`src/rtl/cam_pkg.sv`:
```
package cam_pkg;
  localparam int unsigned NUM_FIELDS = 4;
  localparam int unsigned SEL_W      = 3;

  typedef enum logic [SEL_W-1:0] {
    SEL_MIN  = 3'd0,
    SEL_HOUR = 3'd1,
    SEL_DAY  = 3'd2,
    SEL_WDAY = 3'd3,
    SEL_FLAG = 3'd4
  } wsel_e;
endpackage

```
`src/rtl/cam_field_cmp.sv`:
```
module cam_field_cmp #(
  parameter int unsigned VAL_W = 7
) (
  input  logic [VAL_W:0]   alarm_reg_i,
  input  logic [VAL_W-1:0] cur_i,
  output logic             en_o,
  output logic             ok_o
);
  logic excluded;

  always_comb begin
    excluded = alarm_reg_i[VAL_W];
    en_o     = ~excluded;
    ok_o     = excluded | (alarm_reg_i[VAL_W-1:0] == cur_i);
  end
endmodule

```
`src/rtl/cam_alarm_regs.sv`:
```
module cam_alarm_regs
  import cam_pkg::*;
#(
  parameter int unsigned VAL_W = 7,
  parameter int unsigned NUM   = NUM_FIELDS
) (
  input  logic                      clk,
  input  logic                      rst_n,
  input  logic                      wr_en_i,
  input  logic [SEL_W-1:0]          wr_sel_i,
  input  logic [VAL_W:0]            wr_data_i,
  output logic [NUM-1:0][VAL_W:0]   regs_o
);
  localparam logic [VAL_W:0] RST_VAL = {1'b1, {VAL_W{1'b0}}};

  for (genvar g = 0; g < NUM; g++) begin : g_reg
    logic           we;
    logic [VAL_W:0] d;
    logic [VAL_W:0] q;

    always_comb begin
      we = wr_en_i && (wr_sel_i == SEL_W'(g));
      d  = we ? wr_data_i : q;
    end

    always_ff @(posedge clk or negedge rst_n) begin
      if (!rst_n) begin
        q <= RST_VAL;
      end else if (we) begin
        q <= d;
      end
    end

    assign regs_o[g] = q;
  end
endmodule

```
`src/rtl/cam_flag_ctrl.sv`:
```
module cam_flag_ctrl (
  input  logic clk,
  input  logic rst_n,
  input  logic tick_i,
  input  logic match_i,
  input  logic flag_wr_i,
  input  logic flag_keep_i,
  output logic flag_o
);
  logic match_q, match_d;
  logic flag_q, flag_d;
  logic set_evt;

  always_comb begin
    set_evt = tick_i & match_i & ~match_q;
    match_d = tick_i ? match_i : match_q;
    flag_d  = flag_q;
    if (flag_wr_i) begin
      flag_d = flag_q & flag_keep_i;
    end
    if (set_evt) begin
      flag_d = 1'b1;
    end
  end

  always_ff @(posedge clk or negedge rst_n) begin
    if (!rst_n) begin
      match_q <= 1'b0;
      flag_q  <= 1'b0;
    end else begin
      if (tick_i) begin
        match_q <= match_d;
      end
      flag_q <= flag_d;
    end
  end

  assign flag_o = flag_q;
endmodule

```
`src/rtl/cal_alarm_match.sv`:
```
module cal_alarm_match
  import cam_pkg::*;
#(
  parameter int unsigned VAL_W = 7
) (
  input  logic             clk,
  input  logic             rst_n,
  input  logic             tick_i,
  input  logic [VAL_W-1:0] cur_min_i,
  input  logic [VAL_W-1:0] cur_hour_i,
  input  logic [VAL_W-1:0] cur_day_i,
  input  logic [VAL_W-1:0] cur_wday_i,
  input  logic             wr_en_i,
  input  logic [SEL_W-1:0] wr_sel_i,
  input  logic [VAL_W:0]   wr_data_i,
  input  logic             aie_i,
  output logic             alarm_flag_o,
  output logic             irq_n_o
);
  localparam int unsigned NUM = NUM_FIELDS;

  logic                        rst_meta, rst_sync_n;
  logic [NUM-1:0][VAL_W:0]     alarm_q;
  logic [NUM-1:0][VAL_W-1:0]   cur_vec;
  logic [NUM-1:0]              en_vec;
  logic [NUM-1:0]              ok_vec;
  logic                        match_now;
  logic                        flag_wr;
  logic                        flag_q;

  always_ff @(posedge clk or negedge rst_n) begin
    if (!rst_n) begin
      rst_meta   <= 1'b0;
      rst_sync_n <= 1'b0;
    end else begin
      rst_meta   <= 1'b1;
      rst_sync_n <= rst_meta;
    end
  end

  always_comb begin
    cur_vec[SEL_MIN]  = cur_min_i;
    cur_vec[SEL_HOUR] = cur_hour_i;
    cur_vec[SEL_DAY]  = cur_day_i;
    cur_vec[SEL_WDAY] = cur_wday_i;
  end

  cam_alarm_regs #(.VAL_W(VAL_W), .NUM(NUM)) u_regs (
    .clk       (clk),
    .rst_n     (rst_sync_n),
    .wr_en_i   (wr_en_i),
    .wr_sel_i  (wr_sel_i),
    .wr_data_i (wr_data_i),
    .regs_o    (alarm_q)
  );

  for (genvar g = 0; g < NUM; g++) begin : g_cmp
    cam_field_cmp #(.VAL_W(VAL_W)) u_cmp (
      .alarm_reg_i (alarm_q[g]),
      .cur_i       (cur_vec[g]),
      .en_o        (en_vec[g]),
      .ok_o        (ok_vec[g])
    );
  end

  always_comb begin
    match_now = (|en_vec) & (&ok_vec);
    flag_wr   = wr_en_i && (wr_sel_i == SEL_FLAG);
  end

  cam_flag_ctrl u_flag (
    .clk         (clk),
    .rst_n       (rst_sync_n),
    .tick_i      (tick_i),
    .match_i     (match_now),
    .flag_wr_i   (flag_wr),
    .flag_keep_i (wr_data_i[0]),
    .flag_o      (flag_q)
  );

  always_comb begin
    alarm_flag_o = flag_q;
    irq_n_o      = ~(aie_i & flag_q);
  end
endmodule

```
`config.mk`:
```
export PLATFORM = sky130hd
export DESIGN_NAME = cal_alarm_match
export DESIGN_NICKNAME = d
export VERILOG_FILES = /design/src/rtl/cam_pkg.sv /design/src/rtl/cam_field_cmp.sv /design/src/rtl/cam_alarm_regs.sv /design/src/rtl/cam_flag_ctrl.sv /design/src/rtl/cal_alarm_match.sv
export SDC_FILE = /design/constraint.sdc
export NUM_CORES = 1
export LEC_CHECK = 0
export ABC_CLOCK_PERIOD_IN_PS = 1400
export BUFFER_PORTS_ARGS = -buffer_cell sky130_fd_sc_hd__buf_2
export CORE_MARGIN = 1
export CORE_UTILIZATION = 51
export DETAILED_ROUTE_END_ITERATION = 12
export GPL_ROUTABILITY_DRIVEN = 0
export PLACE_DENSITY = 0.87
export SYNTH_ARGS = -nofsm -noshare
export SYNTH_HDL_FRONTEND = slang
export SYNTH_SLANG_ARGS = --single-unit
export TNS_END_PERCENT = 50
```
`constraint.sdc`:
```
create_clock -name clk -period 1.4 [get_ports clk]
set_input_delay 0.07 -clock clk [delete_from_list [all_inputs] [get_ports clk]]
set_output_delay 0.07 -clock clk [all_outputs]
set_load 0.02 [all_outputs]
```
# After elaboration in Yosys (flattened, before gate mapping)
# Cells that the tools add are included.
# W data, S select, Z words.
# totals
out_inout_bits,2
inputBits,44
reg_bits,36
wordCells,42
# classes
reduce_logical,9
eq_ne,8
n_bitwise,15
n_mux,2
# op_table
op,n
$eq A7 B7 Y1,4
$eq A3 B2 Y1 const B,2
$not A1 Y1,6
$and A1 B1 Y1,5
$logic_and A1 B1 Y1,5
$or A1 B1 Y1,4
$reduce_and A4 Y1,1
$reduce_or A4 Y1,1
$eq A3 B1 Y1 const B,1
$eq A3 B3 Y1 const B,1
$logic_not A3 Y1,1
$mux W1,2
$reduce_bool A2 Y1,1

# Longest topological paths before layout
# depth
depth_word,7
depth_mapped,5
ltp_nobuf,5

# By module
# From an unflattened synthesis, not the netlist that was laid out.
# hier_totals
hier_cells,126
area_unflattened_um2,1745.4
# by_module_without_submodules
mod,seq_area_each_um2,instances,cells_each,area_per_inst_um2
cam_alarm_regs,805.8,1,70,1228.7
cam_field_cmp,0.0,4,10,87.6
cal_alarm_match,50.0,1,9,88.8
cam_flag_ctrl,50.0,1,7,77.6

# Least setup slack after synthesis
# Ideal clock, no wire load.
# synth_timing
path_type,register to register
start,register u_regs.g_reg[3].q[5]
end,"register u_flag.flag_q, in the netlist u_flag.flag_o"
slack_ns,-0.066
synth_period_minus_slack_ns,1.466
arrival_ns,1.392
path_stages_with_launch,6
setup_time_ns,0.074
required_ns,1.326
path_buffers,0
cell_sequence,dfrtp_1 xor2_1 nor4_1 a41oi_1 a2111o_1 o21ai_2
# synth_between
elab_chain_cells,7
elab_cells_between_ends,8
cone_classes,eq/ne (1); mux (1); bitwise (4); reduce/logical (2)
# synth_rtl
element,line_no,source
start: declaration,cam_alarm_regs.sv:19,logic [VAL_W:0] q;
start signal: assignment,cam_alarm_regs.sv:28,q <= RST_VAL;
start signal: assignment,cam_alarm_regs.sv:30,q <= d;
$eq A7 B7 Y1 *,cam_field_cmp.sv:14,ok_o = excluded | (alarm_reg_i[VAL_W-1:0] == cur_i);
$or A1 B1 Y1 *,cam_field_cmp.sv:14,
$reduce_and A4 Y1 *,cal_alarm_match.sv:67,match_now = (|en_vec) & (&ok_vec);
$and A1 B1 Y1 *,cal_alarm_match.sv:67,
$and A1 B1 Y1 * (2 in series),cam_flag_ctrl.sv:15,set_evt = tick_i & match_i & ~match_q;
$mux W1 or $reduce_bool A2 Y1 (tied branches),-,
end signal: assignment,cam_flag_ctrl.sv:34,flag_q <= flag_d;
end: declaration,cam_flag_ctrl.sv:11,"logic flag_q, flag_d;"
# Every way passes the cells marked *; elsewhere a longest branch is shown, timed or not.
# A chain may end at the register's enable or synchronous reset.

# Final worst setup path
# Ends and elaborated chain as after synthesis.

==> results.yml <==
status:
  status: "finished with violations"
  violations: "negative setup slack"
yosys:
  async_flop_share: 1.00
  ys_warn_count: 0
  synthAdderAreaFrac: 0
  synth_xor_xnor_area_share: 0.144
  ys_top_cells_by_count: "32 x dfrtp_1, 32 x mux2_2, 17 x xor2_1"
  synth_compound_area_frac: 0.0354
  synth_simple_gate_area_frac: 0.0641
  ys_seq_area_frac: 0.534
  synth.distinct_cells: 21
  ys_seq_elements: 36
  synth.avg_cell_area_sq_um: 14.0
  syn-cell-area_sq_um: 1700
  netlist.top_cell.by_area: "dfrtp_1"
  muxShareOfSynthArea: 0.212
  synth_top_family_by_area: "multiplexers"
  synth_edf_count: 0
  synth_cells: 121
  yosys_most_used_dff: "dfrtp_1"
  synthTopCellsByArea: "dfrtp_1 47%, mux2_2 21%, xor2_1 8.8%"
  mappedNetlistNets: 165
  yosys.area.top_type_share: 0.472
clocking:
  cts_buffer_depth: 2
  cts.sinks: 36
  postCtsSetupBuffers: 0
  clock-root-buffer: "clkbuf_4"
  cts_made_buffers: 5
  cts_tree: "done"
  clk_pin_slew_ns: 0.10
  insertion_delay_ns: 0.34
  htree_levels: 2
drt:
  avgViaCountPerCell: 5.16
  num_vias: 1155
  antenna_left: 0
  wl_per_cell_microns: 16.1
  drt_iter0_markers: 39
  drc: 0
  drt_wl_total_mm: 3.61
  first_pass_iters: 3
grt:
  grt_usage: 0.243
  grt_overflow: 0
  grt_max_degree: 35
  antenna_found_initial: 0
  met1_usage: 0.303
  gr-usage-met3: 0.0455
  grt_pass1_vias: 1281
  use_met2: 0.406
  busiest_layer: "met2"
  grt_pass1_wl_mm: 6.00
sta:
  rsz0062_at_grt: "yes"
  clock_skew_ns: 0.00836
  hold_violations: 0
  fin_crit_sh: 1.13
  setup_ws_ns: -0.183
  max_freq_mhz: 632
  finalMaxSlewViolations: 0
  setup_viol: 2
  fin_crit_ns: 1.58
finish:
  drive_above_1_share: 0.528
  fillers: 254
  diodes: 0
  area_delta_synth_final_pct: 23.7
  final_core_util: 0.677
  stdcell_area_sq_um: 2100
  nets: 223
worst_setup_path:
  r2r_start: "u_regs.g_reg[3].q[5]$_DFFE_PN0P_"
  cp-start-kind: "flop"
  regToRegSetupSlack_ns: -0.18
  worstRegToRegCells: 5
  end_kind: "flop"
  reg2reg_to: "u_flag.flag_o$_DFFE_PN0P_"
  required_ns: 1.68
  critPathArrivalTime_ns: 1.86
  cp_max_fo: 2
  path_class: "flop to flop"
worst_hold_path:
  hold_end: "u_regs.g_reg[0].q[6]$_DFFE_PN0P_"
  hp-class: "input pin to flop"
  hold-path-cell-count: 2
  hp-start: "wr_data_i[6]"
die:
  die_w_microns: 59.7
  dieArea_sq_um: 3560
  core_area_sq_um: 3100
  start_util: 0.547
  num_io_pins: 46
  die_h_microns: 59.7
  fp-row-count: 20
place:
  pre_cts_ws_ns: -0.190
  port-buffer-count: 45
  dp_hpwl_mm: 2.69
  placed_cell_area_sq_um: 2010
power:
  power_density_nw_per_um2: 1260
  ir_drop_mv: 0.734
  p_leak_nw: 0.939
flow_run:
  maxCapViolCount: 0
-- critical path, stage by stage, from the launching register on --
cell	delay (ns)
dfrtp_1	0.40
xor2_1	0.14
nor4_1	0.28
a41oi_1	0.15
a2111o_1	0.43
o21ai_2	0.12
-- kinds of logic (layout without fill, tap and decap cells) --
logic type      after synthesis  in the layout
compound gates                7              7
xor+xnor                     28             28
buf+inv                       3             62
flops                        36             36
mux                          32             32
other cells                   1              1
simple gates                 14             14
-- registers in the layout, summed over array words and instances, names as in the netlist --
signal,cells
u_flag.flag_o,1
u_flag.match_q,1
rst_sync_n,1
u_regs.g.q,32
rst_meta,1
-- how the worst max path moves through the flow --
stage	from	to	slack (ns)	depth (start not counted)
floorplan	u_regs.g_reg[0].q[2]$_DFFE_PN0P_	u_flag.flag_o$_DFFE_PN0P_	-0.05	5
global placement	u_regs.g_reg[0].q[2]$_DFFE_PN0P_	u_flag.flag_o$_DFFE_PN0P_	-0.16	5
detailed placement	u_regs.g_reg[0].q[2]$_DFFE_PN0P_	u_flag.flag_o$_DFFE_PN0P_	-0.19	5
CTS	u_regs.g_reg[3].q[5]$_DFFE_PN0P_	u_flag.flag_o$_DFFE_PN0P_	-0.21	5
global route	u_regs.g_reg[3].q[5]$_DFFE_PN0P_	u_flag.flag_o$_DFFE_PN0P_	-0.27	5
finish	u_regs.g_reg[3].q[5]$_DFFE_PN0P_	u_flag.flag_o$_DFFE_PN0P_	-0.18	5
-- repair_timing --
| item | 4_1_cts | 5_1_grt |
|---|---|---|
| hold buffers | 3 | 0 |
| setup endpoints to repair | 2 | 2 |
| gates resized for setup | 0 | 2 |
| endpoints found under the hold margin | 6 | 0 |
| pin swaps | 6 | 5 |
-- layer usage --
layer,up-vias,routed length [microns]
met3,7,122
met1,570,1580
met2,27,1840
met5,-,0
li1,551,-
met4,0,64
-- layout make-up --
type	count	area, sq um	share of cell area
Sequential cell	36	906	0.431
Multi-Input combinational cell	82	785	0.373
Timing Repair Buffer	53	293	0.139
Clock buffer	8	58.8	0.0280
Tap cell	44	55.1	0.0262
Inverter	1	3.75	0.00179
-- power by group --
| group | leakage [nW] | internal [mW] | switching (mW) |
|---|---|---|---|
| logic | 0.478 | 0.363 | 0.266 |
| registers | 0.428 | 1.28 | 0.158 |
| clock network | 0.0326 | 0.248 | 0.329 |
-- cell usage in the layout, fill, tap and decap left out --
cell type	Yosys	layout
nand4_1	1	1
dfrtp_1	32	32
buf_4	0	5
nand2_1	2	2
dfstp_2	4	4
o21ai_1	0	1
mux2_2	32	32
xnor2_1	11	11
buf_2	2	45
a41oi_1	3	3
nor3b_1	1	1
clkbuf_4	0	5
nor4b_4	1	1
xor2_1	17	17
nand3_1	2	2
nor4_1	4	3
clkbuf_8	0	1
dlygate4sd3_1	0	3
nor4_2	0	1
o21ai_2	1	1
conb_1	1	1
a2111o_1	1	1
inv_1	1	1
o41ai_1	1	1
clkbuf_1	0	2
nor4bb_1	2	2
nand4b_1	1	1
-- per-stage QoR --
stage               hold slack [ns]  instances  setup TNS, ns  power, mW
detailed placement           -0.140        213         -0.375       2.08
floorplan                    -0.226        121        -0.0862       1.85
global route                 0.0279        224         -0.529       2.79
global placement             -0.145        213         -0.308       2.03
finish                       0.0290        224         -0.343       2.65
CTS                          0.0155        224         -0.408       2.67
Power figures use the tool's default switching activity.
